File: src/rtl/vec_arb_pkg.sv
package vec_arb_pkg;
    localparam int NCH    = 2;
    localparam int VEC_W  = 8;
    localparam int CTRL_W = 5;
    localparam int CH_B   = 0;
    localparam int CH_A   = 1;

    typedef enum logic [1:0] {SVC_IDLE = 2'd0, SVC_RX = 2'd1, SVC_TX = 2'd2} svc_state_e;
    typedef enum logic [1:0] {VK_NONE = 2'd0, VK_RX = 2'd1, VK_TX = 2'd2} vec_kind_e;

    function automatic logic [VEC_W-1:0] enc_vector(input logic hi, input logic is_a,
                                                    input vec_kind_e k);
        logic [VEC_W-1:0] v;
        unique case (k)
            VK_RX:   v = is_a ? (hi ? 8'h30 : 8'h0C) : (hi ? 8'h20 : 8'h04);
            VK_TX:   v = is_a ? (hi ? 8'h10 : 8'h08) : 8'h00;
            default: v = hi ? 8'h60 : 8'h06;
        endcase
        return v;
    endfunction
endpackage

File: src/rtl/vec_arb_chan.sv
module vec_arb_chan
    import vec_arb_pkg::*;
(
    input  logic      clk,
    input  logic      rst_n,
    input  logic      rx_set,
    input  logic      tx_set,
    input  logic      rx_clr,
    input  logic      tx_clr,
    input  logic      ius_clr,
    output logic      pend_rx,
    output logic      pend_tx,
    output logic      vec_wr,
    output vec_kind_e vec_kind
);
    svc_state_e state_q, state_d;
    logic       prx_q, prx_d, ptx_q, ptx_d;
    logic       do_crx, do_ctx;

    // state register
    always_ff @(posedge clk) begin
        if (!rst_n) begin
            state_q <= SVC_IDLE;
            prx_q   <= 1'b0;
            ptx_q   <= 1'b0;
        end else begin
            state_q <= state_d;
            prx_q   <= prx_d;
            ptx_q   <= ptx_d;
        end
    end

    // clear selection: in-service clear beats explicit clears, rx beats tx
    always_comb begin
        do_crx = 1'b0;
        do_ctx = 1'b0;
        if (ius_clr) begin
            unique case (state_q)
                SVC_RX:   do_crx = 1'b1;
                SVC_TX:   do_ctx = 1'b1;
                default:  ;
            endcase
        end else if (rx_clr) begin
            do_crx = 1'b1;
        end else if (tx_clr) begin
            do_ctx = 1'b1;
        end
    end

    // next state and vector request
    always_comb begin
        state_d  = state_q;
        prx_d    = prx_q;
        ptx_d    = ptx_q;
        vec_wr   = 1'b0;
        vec_kind = VK_NONE;
        if (do_crx) begin
            prx_d  = 1'b0;
            vec_wr = 1'b1;
            if (ptx_q) begin
                state_d  = SVC_TX;
                vec_kind = VK_TX;
            end else begin
                state_d  = SVC_IDLE;
            end
        end else if (do_ctx) begin
            ptx_d  = 1'b0;
            vec_wr = 1'b1;
            if (prx_q) begin
                state_d  = SVC_RX;
                vec_kind = VK_RX;
            end else begin
                state_d  = SVC_IDLE;
            end
        end
        if (rx_set) begin
            prx_d = 1'b1;
            if (state_d != SVC_TX) begin
                state_d  = SVC_RX;
                vec_wr   = 1'b1;
                vec_kind = VK_RX;
            end
        end
        if (tx_set) begin
            ptx_d = 1'b1;
            if (state_d != SVC_RX) begin
                state_d  = SVC_TX;
                vec_wr   = 1'b1;
                vec_kind = VK_TX;
            end
        end
    end

    // outputs
    always_comb begin
        pend_rx = prx_q;
        pend_tx = ptx_q;
    end
endmodule

File: src/rtl/vec_arb_irq.sv
module vec_arb_irq
    import vec_arb_pkg::*;
(
    input  logic [CTRL_W-1:0] ctrl,
    input  logic              pend_rx,
    input  logic              pend_tx,
    input  logic              brk_en,
    input  logic              brk_stat,
    output logic              req
);
    logic rx_mode_on;
    always_comb begin
        rx_mode_on = (ctrl[4:3] == 2'b01) || (ctrl[4:3] == 2'b10);
        req = ctrl[0] && ((ctrl[1] && pend_tx) || (rx_mode_on && pend_rx) ||
                          (brk_en && brk_stat));
    end
endmodule

File: src/rtl/vec_arbiter.sv
module vec_arbiter
    import vec_arb_pkg::*;
(
    input  logic              clk,
    input  logic              rst_n,
    input  logic              status_hi,
    input  logic [NCH-1:0]    rx_set,
    input  logic [NCH-1:0]    tx_set,
    input  logic [NCH-1:0]    rx_clr,
    input  logic [NCH-1:0]    tx_clr,
    input  logic [NCH-1:0]    ius_clr,
    input  logic [CTRL_W-1:0] int_ctrl_a,
    input  logic [CTRL_W-1:0] int_ctrl_b,
    input  logic [NCH-1:0]    brk_en,
    input  logic [NCH-1:0]    brk_stat,
    output logic [VEC_W-1:0]  vector,
    output logic [VEC_W-1:0]  pending,
    output logic [NCH-1:0]    chan_irq,
    output logic              irq
);
    logic [NCH-1:0] p_rx, p_tx, v_wr;
    vec_kind_e      v_kind [NCH];
    logic [CTRL_W-1:0] ctrl [NCH];
    logic [VEC_W-1:0]  vec_q;
    logic              irq_q;

    always_comb begin
        ctrl[CH_A] = int_ctrl_a;
        ctrl[CH_B] = int_ctrl_b;
    end

    for (genvar c = 0; c < NCH; c++) begin : g_ch
        vec_arb_chan u_chan (
            .clk(clk), .rst_n(rst_n),
            .rx_set(rx_set[c]), .tx_set(tx_set[c]),
            .rx_clr(rx_clr[c]), .tx_clr(tx_clr[c]), .ius_clr(ius_clr[c]),
            .pend_rx(p_rx[c]), .pend_tx(p_tx[c]),
            .vec_wr(v_wr[c]), .vec_kind(v_kind[c])
        );
        vec_arb_irq u_irq (
            .ctrl(ctrl[c]), .pend_rx(p_rx[c]), .pend_tx(p_tx[c]),
            .brk_en(brk_en[c]), .brk_stat(brk_stat[c]), .req(chan_irq[c])
        );
    end

    // shared vector register, channel A wins a same-cycle collision
    always_ff @(posedge clk) begin
        if (!rst_n) begin
            vec_q <= 8'h06;
        end else if (v_wr[CH_A]) begin
            vec_q <= enc_vector(status_hi, 1'b1, v_kind[CH_A]);
        end else if (v_wr[CH_B]) begin
            vec_q <= enc_vector(status_hi, 1'b0, v_kind[CH_B]);
        end
    end

    always_ff @(posedge clk) begin
        if (!rst_n) irq_q <= 1'b0;
        else        irq_q <= |chan_irq;
    end

    always_comb begin
        vector  = vec_q;
        irq     = irq_q;
        pending = {2'b00, p_rx[CH_A], p_tx[CH_A], brk_en[CH_A] & brk_stat[CH_A],
                   p_rx[CH_B], p_tx[CH_B], brk_en[CH_B] & brk_stat[CH_B]};
    end
endmodule

File: config.mk
export PLATFORM = sky130hd
export DESIGN_NAME = vec_arbiter
export DESIGN_NICKNAME = d
export VERILOG_FILES = /design/src/rtl/vec_arb_pkg.sv /design/src/rtl/vec_arb_chan.sv /design/src/rtl/vec_arb_irq.sv /design/src/rtl/vec_arbiter.sv
export SDC_FILE = /design/constraint.sdc
export NUM_CORES = 1
export LEC_CHECK = 0
export BUFFER_PORTS_ARGS = -buffer_cell sky130_fd_sc_hd__buf_2
export CAP_MARGIN = 20
export CORE_MARGIN = 2
export CORE_UTILIZATION = 35
export CTS_BUF_LIST = sky130_fd_sc_hd__clkbuf_4
export DETAILED_ROUTE_END_ITERATION = 10
export GPL_ROUTABILITY_DRIVEN = 0
export SYNTH_ARGS = -nofsm -noshare
export SYNTH_HDL_FRONTEND = slang
export SYNTH_SLANG_ARGS = --single-unit
File: constraint.sdc
create_clock -name clk -period 3.6 [get_ports clk]
set_clock_uncertainty 0.05 [all_clocks]
set_input_delay 0.72 -clock clk [delete_from_list [all_inputs] [get_ports clk]]
set_output_delay 0.72 -clock clk [all_outputs]
set_load 0.03 [all_outputs]
==> summary.txt, run 1 <==
Outcome
  • Outcome: finished clean

Placement
  • Number of port buffers: 39
  • DP HPWL: 2110 microns

Floorplan
  • Die Span X: 63.0 microns
  • Num ports: 46
  • Die Outline Area: 3970 sq um
  • Total core area: 3340 sq um
  • Die Y: 63.0 microns
  • Starting density of the core: 0.366
  • Count of standard-cell rows: 21

Clocking
  • Post-cts repair resize count: 0
  • CTS H-Tree Depth: 1
  • Clock Sink Count: 15
  • Clock tree from TritonCTS: yes
  • Root Buffer Master: sky130_fd_sc_hd__clkbuf_4
  • Clock insertion delay at the later pin of the skew report: 280 ps
  • TritonCTS buffer count: 3
  • CTS Hold Buffers Added: 0
  • Clk slew on worst S/H paths: 90 ps
  • Buffers inserted during post-CTS setup optimization: 0
  • Maximum buffer depth of the clock tree: 2

Cells and area
  • # nets final: 206
  • Commonest cells after routing, fill and taps aside: 39 x sky130_fd_sc_hd__buf_2, 16 x sky130_fd_sc_hd__nor2_1, 15 x sky130_fd_sc_hd__dfxtp_1, 11 x sky130_fd_sc_hd__a21oi_1
  • FF/Latch Area: 300 sq um
  • Growth of design area from synthesis to finish: 15.2%
  • Filler instances: 357
  • Area used by multi-input combinational logic: 792 sq um
  • N_diodes: 0
  • Most common cell after layout, fill and taps aside: sky130_fd_sc_hd__buf_2
  • Final Core Density: 0.421
  • Layout cells sized above 1: 0.331

Timing
  • Relative slew slack: 0.638
  • Worst Max-Slew Pin Slew: 544 ps
  • Final count of pins violating max slew: 0
  • Maximum frequency from static timing analysis: 354 MHz
  • Setup repair after global routing missed its margin: no
  • Final period demand of the worst path: 2820 ps
  • Final sum of negative setup slack: 0 ps
  • Final clock period utilization by the worst path: 0.784
  • Total count of hold-check failures in the final report: 0
  • Setup violations, final: 0

Routing
  • DR pass1 iterations: 4
  • Number of routed nets with antenna violations: 0
  • Final routed wirelength across all metal layers: 2620 microns
  • Avg WL per Cell: 11.8 microns
  • Post-detailed-route via-to-cell ratio: 5.17
  • Detailed router's first-iteration violation count: 46
  • Remaining DRCs: 0
  • Detailed-route via count: 1,142

Global routing
  • Pin count of the biggest net entering global routing: 15
  • Aggregate global routing overflow: 0
  • Overall routing resource usage: 0.135
  • First-pass GRT wire length: 4440 microns
  • Antenna violations before repair: 0
  • Number of global-route vias before repair: 1,044

Setup path
  • CP startpoint kind: input port
  • CP endpoint kind: register
  • Crit path max fanout: 6
  • Worst path arrival time: 2990 ps
  • Required arrival time at the worst endpoint: 3760 ps
  • Critical path type: input port to register
  • R2R Setup Slk: 880 ps

Worst hold path
  • Class of the most critical hold timing path: register to register

Synth
  • Proportion of synthesized chip area in sequential cells: 0.246
  • Cell count after synthesis: 143
  • Post-synth EDFFs: 0
  • Number of different library cells in the post-synthesis netlist: 46
  • #FFs+latches synth: 15
  • Synthesized area divided by synthesized cell count: 8.53 sq um
  • Total number of yosys warnings: 0
  • Netlist area before placement: 1220 sq um
  • Async SR Flop Fraction: 0
  • Post-synth top flop: sky130_fd_sc_hd__dfxtp_1

Power
  • Comb pwr share: 0.368
  • VDD IR max: 0.160 mV
  • Power per cell area: 336 nW/um^2
  • Clock share of power: 0.219
  • Switching power: 0.173 mW
  • Leakage power summed over all cells: 0.639 nW
  • Internal power consumption: 0.299 mW
  • Sequential power share: 0.412
  • Sw Share: 0.367

Flow run
  • Max-capacitance violation count: 0
sequential cells by signal, summed over array words and instances (netlist names):
signal and flops:
g_ch.u_chan.state_q 4, irq 1, g_ch.u_chan.pend_tx 2, vector 6, g_ch.u_chan.pend_rx 2
cell usage after synthesis, types with 2 or more instances:
| library cell | count | share of area |
|---|---|---|
| sky130_fd_sc_hd__a21oi_1 | 11 | 0.045 |
| sky130_fd_sc_hd__a221oi_1 | 2 | 0.014 |
| sky130_fd_sc_hd__a311oi_2 | 2 | 0.025 |
| sky130_fd_sc_hd__a31oi_1 | 4 | 0.021 |
| sky130_fd_sc_hd__and2_1 | 3 | 0.015 |
| sky130_fd_sc_hd__buf_4 | 11 | 0.068 |
| sky130_fd_sc_hd__buf_6 | 2 | 0.018 |
| sky130_fd_sc_hd__dfxtp_1 | 15 | 0.25 |
| sky130_fd_sc_hd__ha_1 | 3 | 0.031 |
| sky130_fd_sc_hd__inv_1 | 7 | 0.022 |
| sky130_fd_sc_hd__maj3_1 | 2 | 0.016 |
| sky130_fd_sc_hd__nand2_1 | 7 | 0.022 |
| sky130_fd_sc_hd__nand3_1 | 5 | 0.021 |
| sky130_fd_sc_hd__nand3b_1 | 3 | 0.018 |
| sky130_fd_sc_hd__nand4_1 | 2 | 0.010 |
| sky130_fd_sc_hd__nor2_1 | 16 | 0.049 |
| sky130_fd_sc_hd__nor2b_1 | 4 | 0.021 |
| sky130_fd_sc_hd__o211a_1 | 3 | 0.025 |
| sky130_fd_sc_hd__o211ai_1 | 3 | 0.018 |
| sky130_fd_sc_hd__o211ai_2 | 2 | 0.021 |
| sky130_fd_sc_hd__o21a_1 | 5 | 0.031 |
| sky130_fd_sc_hd__o31a_1 | 2 | 0.014 |
| sky130_fd_sc_hd__or3b_2 | 3 | 0.022 |
| sky130_fd_sc_hd__or4_1 | 2 | 0.012 |
| sky130_fd_sc_hd__or4b_1 | 2 | 0.016 |
| sky130_fd_sc_hd__xor2_1 | 2 | 0.014 |
critical path, cell delays in order:
cell and delay, ps:
sky130_fd_sc_hd__buf_2 130, sky130_fd_sc_hd__or4b_4 530, sky130_fd_sc_hd__o211ai_2 150, sky130_fd_sc_hd__maj3_1 210
sky130_fd_sc_hd__nand2_1 50, sky130_fd_sc_hd__o21ai_0 110, sky130_fd_sc_hd__inv_1 80, sky130_fd_sc_hd__ha_1 340
sky130_fd_sc_hd__or4_1 530, sky130_fd_sc_hd__a21oi_1 140
per-stage QoR:
stage / total power, mW / setup slack (ps) / instance area, sq um / hold slack, ps / std cells
2_1_floorplan: 0.335 / 730 / 1230 / 479 / 146
3_3_place_gp: 0.369 / 535 / 1380 / 413 / 217
3_5_place_dp: 0.373 / 478 / 1380 / 414 / 217
4_1_cts: 0.478 / 780 / 1410 / 431 / 221
5_1_grt: 0.505 / 548 / 1410 / 466 / 221
6_report: 0.472 / 777 / 1410 / 431 / 221
path summary, 6_finish.rpt:
path / from / depth (start not counted) / endpoint
worst min-delay path: vector[3] / 2 / vector[3]
worst max register to register: g_ch[1].u_chan.pend_rx / 9 / vector[3]
worst min register to register: vector[3] / 2 / vector[3]
worst max-delay path: tx_clr[1] / 10 / vector[3]
per-layer routing:
layer	up-vias	track usage	part of all wire
li1	580	-	-
met1	538	0.157	0.42
met2	20	0.242	0.53
met3	4	0.0162	0.039
met4	0	0.0639	0.014
met5	-	0	0
cell type report:
type | instances | area share
Inverter | 8 | 0.0214
Tap cell | 46 | 0.0410
Multi-Input combinational cell | 109 | 0.564
Timing Repair Buffer | 39 | 0.139
Sequential cell | 15 | 0.214
Clock buffer | 4 | 0.0214
power groups by stage:
| stage | Clock (mW) | Sequential (mW) | Combinational [mW] |
|---|---|---|---|
| detailed placement | 0 | 0.198 | 0.175 |
| global placement | 0 | 0.198 | 0.171 |
| finish | 0.103 | 0.195 | 0.174 |
| global route | 0.114 | 0.197 | 0.193 |
| floorplan | 0 | 0.210 | 0.125 |
| CTS | 0.109 | 0.194 | 0.175 |
logic make-up after synthesis:
group           Yosys count  synth area share
flops                    15             0.246
mux                       2            0.0205
buf+inv                  22             0.114
fa+ha+maj                 5            0.0472
other cells               1           0.00307
compound gates           42             0.281
xor+xnor                  2            0.0144
simple gates             54             0.274
(Power assumes the default switching activity.)
==> run 2: changes to the inputs <==
==> constraint.sdc (replaced) <==
create_clock -name clk -period 2.6 [get_ports clk]
set_clock_uncertainty 0.05 [all_clocks]
set_input_delay 0.52 -clock clk [delete_from_list [all_inputs] [get_ports clk]]
set_output_delay 0.52 -clock clk [all_outputs]
set_load 0.03 [all_outputs]
==> run 2 against run 1 <==
  * Power rose by 44%
  * Die area stayed put
  * Largest cell class unchanged
  * Final area rose by 12%
  * Global-route usage grew 0.51 points
  * Final cell count grew 8.1%
  * Core utilization grew 5.2 points
  * Sequential cell count did not move
  * Critical path type unchanged
  * Sequential share of layout area down 2.4 points
==> summary.txt, run 2 (synthesized netlist as in run 1, its figures left out) <==
Setup path
  • Worst path arrival time: 2650 ps
  • Crit path max fanout: 4
  • Cell Chain, Critical Path: buf_2, buf_4, nor4b_4, a311oi_4, maj3_2, nand2_1, o21ai_1, inv_1, ha_4, or4b_1, a21oi_1
  • Launching point of the worst reg2reg path: g_ch[1].u_chan.state_q[0]
  • CP startpoint kind: input port
  • Crit. Startpoint: tx_clr[1]
  • Delay of the slowest cell on the worst path: 520 ps
  • Critical path type: input port to register
  • R2R Setup Slk: 190 ps
  • Required arrival time at the worst endpoint: 2750 ps
  • Destination of the worst register-to-register timing path: vector[4]
  • Worst Reg-to-Reg Cells: 9
  • CP endpoint kind: register
  • Worst setup path endpoint: vector[4]
  • Critical Path Slowest Stage Cell: sky130_fd_sc_hd__or4b_1

Global routing
  • Busiest metal layer after global routing: met2
  • Number of global-route vias before repair: 1,098
  • Global-route met2 utilization: 0.261
  • Pin count of the biggest net entering global routing: 11
  • Antenna violations before repair: 0
  • Met3 track utilization from global routing: 0.0234
  • Met1 Track Usage GR: 0.157
  • Overall routing resource usage: 0.140
  • First-pass GRT wire length: 4570 microns
  • Aggregate global routing overflow: 0

Cells and area
  • Max reg flops: 6
  • Growth of design area from synthesis to finish: 29.5%
  • Final std cells w/o fill: 239
  • # nets final: 224
  • N_diodes: 0
  • Most common cell after layout, fill and taps aside: sky130_fd_sc_hd__buf_2
  • Filler instances: 335
  • Commonest cells after routing, fill and taps aside: 39 x sky130_fd_sc_hd__buf_2, 18 x sky130_fd_sc_hd__buf_4, 16 x sky130_fd_sc_hd__nor2_1, 15 x sky130_fd_sc_hd__dfxtp_1, 11 x sky130_fd_sc_hd__a21oi_1
  • Layout cells sized above 1: 0.404

Routing
  • DR pass1 iterations: 4
  • Detailed-route via count: 1,204
  • Final routed wirelength across all metal layers: 2810 microns
  • Detailed router's first-iteration violation count: 36
  • Post-detailed-route via-to-cell ratio: 5.04
  • Number of routed nets with antenna violations: 0
  • Avg WL per Cell: 11.8 microns
  • Remaining DRCs: 0

Power
  • Leakage power summed over all cells: 0.732 nW
  • VDD IR max: 0.166 mV
  • Power per cell area: 430 nW/um^2
  • Design Power: 0.680 mW

Clocking
  • Clock insertion delay at the later pin of the skew report: 270 ps
  • Clk slew on worst S/H paths: 90 ps
  • Maximum buffer depth of the clock tree: 2
  • Buffers inserted during post-CTS setup optimization: 0
  • TritonCTS buffer count: 3
  • Clock Sink Count: 15
  • Root Buffer Master: sky130_fd_sc_hd__clkbuf_4
  • CTS H-Tree Depth: 1
  • Clock tree from TritonCTS: yes

Floorplan
  • Die Outline Area: 3970 sq um
  • Die Span X: 63.0 microns
  • Total core area: 3340 sq um
  • Count of standard-cell rows: 21
  • Num ports: 46
  • Starting density of the core: 0.366
  • Die Y: 63.0 microns

Worst hold path
  • Cells on Worst Hold Path: 2
  • Class of the most critical hold timing path: register to register

Placement
  • Number of port buffers: 39
  • DP HPWL: 2280 microns
  • Dpl cells: 235

Timing
  • Final period demand of the worst path: 2500 ps
  • Final clock period utilization by the worst path: 0.960
  • Total count of hold-check failures in the final report: 0
  • Maximum frequency from static timing analysis: 401 MHz
  • Setup repair after global routing missed its margin: no
  • Setup violations, final: 0
  • Final count of pins violating max slew: 0

Flow run
  • Max-capacitance violation count: 0

Outcome
  • Outcome: finished clean
run 2: changes by cell type in the layout (fill, tap and decap cells not counted), sizes merged:
cell    change
buf        +18
clkbuf      -1
clkinv      +1
run 2: report_power, final:
part / switching [mW] / total, mW / internal (mW)
registers: 0.0156 / 0.266 / 0.250
logic: 0.163 / 0.290 / 0.126
clock network: 0.0675 / 0.124 / 0.0568
run 2: worst min-delay path by stage:
stage,from,end
after CTS,vector[3],vector[3]
after floorplan,g_ch[0].u_chan.pend_tx,g_ch[0].u_chan.pend_tx
final,vector[3],vector[3]
after global routing,vector[3],vector[3]
after global placement,vector[4],vector[4]
after detailed placement,vector[3],vector[3]
run 2: repair_timing:
item                       CTS  global route
resized for setup            0             2
hold buffers                 0             0
setup endpoints to repair    0             2
run 2: metal layers:
metal  part of all wire  wire length [microns]  vias to the layer above
met5                  0                      0                        -
met4             0.0096                     27                        0
met3              0.025                     69                        2
met2               0.53                   1480                       14
met1               0.44                   1230                      568
li1                   -                      -                      620
run 2: per-stage QoR:
| stage | util | hold slack [ps] | setup TNS [ps] | setup slack, ps | cell area, sq um |
|---|---|---|---|---|---|
| floorplan | - | 479 | -12.7 | -12.7 | 1260 |
| global placement | 0.459 | 412 | -211 | -112 | 1530 |
| detailed placement | 0.459 | 417 | -342 | -168 | 1530 |
| CTS | 0.468 | 432 | 0 | 117 | 1560 |
| global route | 0.474 | 450 | 0 | 13.4 | 1580 |
| finish | 0.474 | 424 | 0 | 104 | 1580 |
run 2: worst max-delay path: cells and delay by family:
family / cells / cell delay, ps
and+or+nand+nor: 3 / 910
adders and majority gates: 2 / 530
AOI/OAI and AO/OA: 3 / 310
buffers and inverters: 3 / 360
run 2: final cells by class:
| type | instances | area [sq um] | area share |
|---|---|---|---|
| flip-flops and latches | 15 | 300 | 0.190 |
| multi-input cells | 109 | 835 | 0.528 |
| repair buffers | 57 | 330 | 0.209 |
| clock inverters | 1 | 5.00 | 0.00317 |
| well taps | 46 | 57.6 | 0.0364 |
| inverters | 8 | 30.0 | 0.0190 |
| clock buffers | 3 | 22.5 | 0.0143 |
